==> src/rtl/hsb_pkg.sv <==
package hsb_pkg;
  typedef enum logic [1:0] {
    ST_IDLE = 2'd0,
    ST_WAIT = 2'd1,
    ST_HOLD = 2'd2,
    ST_REL  = 2'd3
  } hsb_state_e;
endpackage

==> src/rtl/hsb_decode.sv <==
module hsb_decode #(
  parameter int AW = 16,
  parameter int N  = 12,
  parameter int PW = 8,
  parameter int IW = (N > 1) ? $clog2(N) : 1
) (
  input  logic [AW-1:0] addr,
  output logic [N-1:0]  sel_oh,
  output logic          hit,
  output logic [IW-1:0] idx
);
  logic [PW-1:0] page;
  assign page = addr[AW-1 -: PW];

  for (genvar g = 0; g < N; g++) begin : g_cmp
    assign sel_oh[g] = (page == PW'(g));
  end

  assign hit = |sel_oh;

  always_comb begin
    idx = '0;
    for (int i = 0; i < N; i++) begin
      if (sel_oh[i]) idx = IW'(i);
    end
  end
endmodule

==> src/rtl/hsb_rsp_mux.sv <==
module hsb_rsp_mux #(
  parameter int N  = 12,
  parameter int DW = 16,
  parameter int IW = (N > 1) ? $clog2(N) : 1
) (
  input  logic [N*DW-1:0] lanes,
  input  logic [N-1:0]    acks,
  input  logic [IW-1:0]   idx,
  output logic [DW-1:0]   rdata,
  output logic            ack
);
  always_comb begin
    rdata = '0;
    ack   = 1'b0;
    for (int i = 0; i < N; i++) begin
      if (idx == IW'(i)) begin
        rdata = lanes[i*DW +: DW];
        ack   = acks[i];
      end
    end
  end
endmodule

==> src/rtl/hsb_ctrl.sv <==
module hsb_ctrl
  import hsb_pkg::*;
#(
  parameter int AW = 16,
  parameter int DW = 16,
  parameter int N  = 12,
  parameter int IW = (N > 1) ? $clog2(N) : 1
) (
  input  logic          clk,
  input  logic          rst,
  input  logic          m_req,
  input  logic          m_we,
  input  logic [AW-1:0] m_addr,
  input  logic [DW-1:0] m_wdata,
  input  logic [N-1:0]  dec_sel,
  input  logic          dec_hit,
  input  logic [IW-1:0] dec_idx,
  input  logic          lane_ack,
  input  logic [DW-1:0] lane_rdata,
  output logic [IW-1:0] idx_q,
  output logic          m_ack,
  output logic [DW-1:0] m_rdata,
  output logic [N-1:0]  s_sel,
  output logic [N-1:0]  s_req,
  output logic          s_we,
  output logic [AW-1:0] s_addr,
  output logic [DW-1:0] s_wdata
);
  hsb_state_e state;
  logic       hit_q;
  logic       reqph_q;

  always_ff @(posedge clk) begin
    if (rst) begin
      state   <= ST_IDLE;
      idx_q   <= '0;
      hit_q   <= 1'b0;
      reqph_q <= 1'b0;
      s_sel   <= '0;
      s_we    <= 1'b0;
      s_addr  <= '0;
      s_wdata <= '0;
      m_ack   <= 1'b0;
      m_rdata <= '0;
    end else begin
      case (state)
        ST_IDLE: begin
          if (m_req && !m_ack) begin
            idx_q   <= dec_idx;
            hit_q   <= dec_hit;
            s_sel   <= dec_sel;
            reqph_q <= dec_hit;
            s_addr  <= m_addr;
            s_wdata <= m_wdata;
            s_we    <= m_we;
            state   <= ST_WAIT;
          end
        end
        ST_WAIT: begin
          if (!hit_q) begin
            m_ack   <= 1'b1;
            m_rdata <= '0;
            state   <= ST_HOLD;
          end else if (lane_ack) begin
            m_ack   <= 1'b1;
            m_rdata <= lane_rdata;
            state   <= ST_HOLD;
          end
        end
        ST_HOLD: begin
          if (!m_req) begin
            reqph_q <= 1'b0;
            state   <= ST_REL;
          end
        end
        default: begin
          if (!hit_q || !lane_ack) begin
            m_ack <= 1'b0;
            s_sel <= '0;
            state <= ST_IDLE;
          end
        end
      endcase
    end
  end

  assign s_req = s_sel & {N{reqph_q}};

  a_r3_sel_onehot: assert property (@(posedge clk) disable iff (rst)
    $onehot0(s_sel));

  a_r4_req_registered: assert property (@(posedge clk) disable iff (rst)
    $rose(|s_req) |-> $past(m_req));

  a_r5_ack_follows_slave: assert property (@(posedge clk) disable iff (rst)
    ($rose(m_ack) && hit_q) |-> $past(lane_ack));

  a_r6_ack_held: assert property (@(posedge clk) disable iff (rst)
    (m_ack && m_req) |=> m_ack);

  a_r7_rdata_stable: assert property (@(posedge clk) disable iff (rst)
    (m_ack && $past(m_ack)) |-> $stable(m_rdata));

  a_r8_miss_zero: assert property (@(posedge clk) disable iff (rst)
    ($rose(m_ack) && !hit_q) |-> (m_rdata == '0 && s_sel == '0));

  a_r9_idx_stable: assert property (@(posedge clk) disable iff (rst)
    (state != ST_IDLE && $past(state) != ST_IDLE) |-> $stable(idx_q));
endmodule

==> src/rtl/hsb_fabric.sv <==
module hsb_fabric #(
  parameter int AW = 16,
  parameter int DW = 16,
  parameter int N  = 12,
  parameter int PW = 8
) (
  input  logic          clk,
  input  logic          rst,
  input  logic          m_req,
  input  logic          m_we,
  input  logic [AW-1:0] m_addr,
  input  logic [DW-1:0] m_wdata,
  output logic          m_ack,
  output logic [DW-1:0] m_rdata,
  output logic [N-1:0]  s_sel,
  output logic [N-1:0]  s_req,
  output logic          s_we,
  output logic [AW-1:0] s_addr,
  output logic [DW-1:0] s_wdata,
  input  logic [N-1:0]  s_ack,
  input  logic [N*DW-1:0] s_rdata
);
  localparam int IW = (N > 1) ? $clog2(N) : 1;

  logic [N-1:0]  dec_sel;
  logic          dec_hit;
  logic [IW-1:0] dec_idx;
  logic [IW-1:0] idx_q;
  logic          lane_ack;
  logic [DW-1:0] lane_rdata;

  hsb_decode #(.AW(AW), .N(N), .PW(PW), .IW(IW)) u_dec (
    .addr   (m_addr),
    .sel_oh (dec_sel),
    .hit    (dec_hit),
    .idx    (dec_idx)
  );

  hsb_rsp_mux #(.N(N), .DW(DW), .IW(IW)) u_mux (
    .lanes (s_rdata),
    .acks  (s_ack),
    .idx   (idx_q),
    .rdata (lane_rdata),
    .ack   (lane_ack)
  );

  hsb_ctrl #(.AW(AW), .DW(DW), .N(N), .IW(IW)) u_ctrl (
    .clk        (clk),
    .rst        (rst),
    .m_req      (m_req),
    .m_we       (m_we),
    .m_addr     (m_addr),
    .m_wdata    (m_wdata),
    .dec_sel    (dec_sel),
    .dec_hit    (dec_hit),
    .dec_idx    (dec_idx),
    .lane_ack   (lane_ack),
    .lane_rdata (lane_rdata),
    .idx_q      (idx_q),
    .m_ack      (m_ack),
    .m_rdata    (m_rdata),
    .s_sel      (s_sel),
    .s_req      (s_req),
    .s_we       (s_we),
    .s_addr     (s_addr),
    .s_wdata    (s_wdata)
  );
endmodule

==> config.mk <==
export PLATFORM = sky130hd
export DESIGN_NAME = hsb_fabric
export DESIGN_NICKNAME = d
export VERILOG_FILES = /design/src/rtl/hsb_pkg.sv /design/src/rtl/hsb_decode.sv /design/src/rtl/hsb_rsp_mux.sv /design/src/rtl/hsb_ctrl.sv /design/src/rtl/hsb_fabric.sv
export SDC_FILE = /design/constraint.sdc
export NUM_CORES = 1
export LEC_CHECK = 0
export BUFFER_PORTS_ARGS = -buffer_cell sky130_fd_sc_hd__buf_2
export CAP_MARGIN = 40
export CORE_AREA = 2 2 123 125
export CTS_CLUSTER_SIZE = 30
export DETAILED_ROUTE_END_ITERATION = 10
export DIE_AREA = 0 0 125 127
export PLACE_DENSITY = 0.68
export SLEW_MARGIN = 10
export SYNTH_ARGS = -nofsm -noshare
export SYNTH_HDL_FRONTEND = slang
export SYNTH_SLANG_ARGS = --single-unit
==> constraint.sdc <==
create_clock -name clk -period 2.7 [get_ports clk]
set_clock_uncertainty 0.1 [all_clocks]
set_input_delay 0.135 -clock clk [delete_from_list [all_inputs] [get_ports clk]]
set_output_delay 0.135 -clock clk [all_outputs]
set_load 0.02 [all_outputs]
==> metrics <==
status=finished, final reports clean; die area=15880 um^2; Synthesis Warnings=0; VDD IR-drop max=0.6395 mV; met2 wire length=10.73 mm; CP arrival=2490 ps; final setup fails=0; kind of critical path=reg -> reg; leading area contributor after synthesis=dfxtp_1; drt initial violations=252; Hold-fix buffers, CTS=31; fmax=423.4 MHz; min Tclk post-route=2362 ps; vias in the first global route=5777; Synth top cells by count=nand2_1 (96), nor2_1 (73), a21oi_1 (70), dfxtp_1 (70), mux2i_1 (34); # DRC=0; initial antenna violation count=5; Most used DFF post-synth=dfxtp_1; fraction of layout cells with a size suffix above 1=40.46%; Seq/Total Area, Yosys=31.02%; drt first pass iters=4; die width=125 um; Fin Setup TNS=0 ps; Max Root-Sink Buffers=2; routability cong.=0.9466; # Max-Cap Violations=0; Slew Limit Fails=0; CTS buffer count=9; number of synthesized register bits=70; Post-synth ARST share=0%; Post-CTS Setup Bufs=0; Num Clock Sinks=70; final-report hold violation count=0; count of different cell masters after synthesis=54; worst slew pin tran=712.9 ps; IO Port Bufs=313; CTS tree=yes; first-pass GRT wire length=31.72 mm; CORE AREA=14420 um^2; post-placement cell count=1054; Starting Density=31.32%; post-DP HPWL=16.44 mm; met1 WL=8.184 mm; GRT Overall Usage=25.77%; wire per inst=19.15 um; final WL=21.15 mm; Worst-path clk slew=60 ps; critical path capture point type=flip-flop; Detail Route Antenna Nets=0; cell with the most instances after synthesis=nand2_1; total I/O pin count=314; # fillers=1455; CTS H-tree lvls=3; area grow syn2layout=51.95%; vias after detailed routing=5806; Post-synth EDFFs=0; vias per cell=5.259; largest net degree at the start of global routing=37; leak pwr=3.136 nW; synth top area cells=dfxtp_1 (31%), nand2_1 (8.0%), a21oi_1 (7.8%); Chip Height=127 um; Worst setup SP type=flip-flop; post_cts resized=0; Syn Inst Count=585; Final Net Count=1155; RSZ-0062 raised after global routing=false; Syn Std Cell Area=4518 um^2; GR Overflow Total=0; Power Density=553.8 nW/um^2; root buffer cell=clkbuf_16; Syn Area/Cell=7.723 um^2; DR WL met3=1.561 mm; final worst-path cycle share=87.48%; crit path max fanout=20; Syn Nets=828; Slew HR=52.04%; area share of the largest cell type after synthesis=31.02%; Skew-Pair Late Insertion Delay=340 ps; row cnt=44; Worst Hold Class=in -> reg; Top Layer Used=met5; Worst EP required=2830 ps; final non-filler cell total=1104
critical path, cell delays in order, from the launching register on:
cell and delay [ps]:
dfxtp_2 580, buf_4 330, mux2i_1 210, nor2_1 50
a21oi_1 120, nor2_1 60, a211oi_1 250, o21ai_0 230
a32o_1 310
cells by family (layout without fill, tap and decap cells):
kind of cell | count (synthesis) | count (layout) | share of synthesized area, %
compound gates | 185 | 185 | 26.64
flops | 70 | 70 | 31.02
mux | 48 | 48 | 13.02
buf+inv | 52 | 384 | 5.760
other cells | 0 | 3 | 0
simple gates | 227 | 227 | 22.74
fa+ha+maj | 3 | 3 | 0.8309
per-stage QoR:
step                area, um^2  power, mW  worst slack, ps  hold slack (ps)  util [%]
floorplan                 4518      1.991            657.3            138.3         -
finish                    6865      3.802            338.2            17.58     47.60
CTS                       6858      3.803            342.2            12.88     47.55
detailed placement        6223      2.459            367.3            280.6     43.15
global route              6863      4.004            84.07            22.65     47.58
global placement          6223      2.449            331.2            276.2     43.15
state kept, by name (all words and copies together), names as in the netlist, 2 cells and up:
| signal | flops |
|---|---|
| u_ctrl.idx_q | 4 |
| u_ctrl.m_rdata | 16 |
| u_ctrl.state | 2 |
| u_ctrl.s_addr | 16 |
| u_ctrl.s_wdata | 16 |
| u_ctrl.s_sel | 12 |
worst paths after layout:
| check | startpoint | to | slack, ps | cells past startpoint |
|---|---|---|---|---|
| max | u_ctrl.idx_q[1]$_SDFFE_PP0P_ | u_ctrl.m_rdata[10]$_SDFFE_PP0P_ | 340 | 8 |
| min | m_addr[9] | u_ctrl.s_sel[8]$_SDFFE_PP0P_ | 20 | 2 |
| max reg2reg | u_ctrl.idx_q[1]$_SDFFE_PP0P_ | u_ctrl.m_rdata[10]$_SDFFE_PP0P_ | 340 | 8 |
| min reg2reg | u_ctrl.s_addr[14]$_SDFFE_PP0P_ | u_ctrl.s_addr[14]$_SDFFE_PP0P_ | 350 | 2 |
routing by layer:
metal / global-route usage [%] / vias to the layer above
met5: 0 / -
met4: 9.542 / 4
met3: 6.658 / 46
met2: 47.44 / 290
met1: 28.61 / 2689
li1: - / 2777
final cells by class:
type                    count  area (um^2)  area share, %
diodes                      3        7.507         0.1093
clock buffers              11        242.7          3.536
clock inverters             5        81.33          1.185
inverters                   8        30.03         0.4374
multi-input cells         463         2859          41.64
flip-flops and latches     70         1405          20.47
well taps                 184        230.2          3.353
repair buffers            360         2009          29.27
cells in the final DEF, fill, tap and decap left out, types with 3 or more instances in the layout:
| cell | netlist | final |
|---|---|---|
| nor3b_1 | 3 | 3 |
| nor2_1 | 73 | 72 |
| mux4_2 | 8 | 8 |
| buf_4 | 2 | 15 |
| o21a_1 | 3 | 3 |
| o41ai_1 | 3 | 3 |
| and2_1 | 15 | 15 |
| buf_2 | 16 | 313 |
| o22ai_1 | 14 | 14 |
| mux2_2 | 6 | 6 |
| o221ai_1 | 5 | 5 |
| nand3_1 | 7 | 7 |
| dlygate4sd3_1 | 0 | 31 |
| nor2b_1 | 6 | 6 |
| diode_2 | 0 | 3 |
| o21ai_0 | 24 | 24 |
| ha_1 | 3 | 3 |
| mux2i_1 | 34 | 34 |
| clkbuf_16 | 0 | 9 |
| a32o_1 | 11 | 11 |
| inv_1 | 7 | 7 |
| a21oi_1 | 70 | 70 |
| dfxtp_1 | 70 | 67 |
| a211oi_1 | 12 | 12 |
| a22o_1 | 11 | 11 |
| nand2_1 | 96 | 96 |
| nand2b_1 | 5 | 5 |
| a22oi_1 | 5 | 5 |
| dfxtp_2 | 0 | 3 |
| nor3_1 | 3 | 3 |
| a221oi_1 | 13 | 13 |
report_power, final:
group	internal, mW	switching, mW
Clock	0.836	0.468
Sequential	1.16	0.0752
Combinational	0.483	0.778
Note: power is estimated with default switching activity, not from simulation.
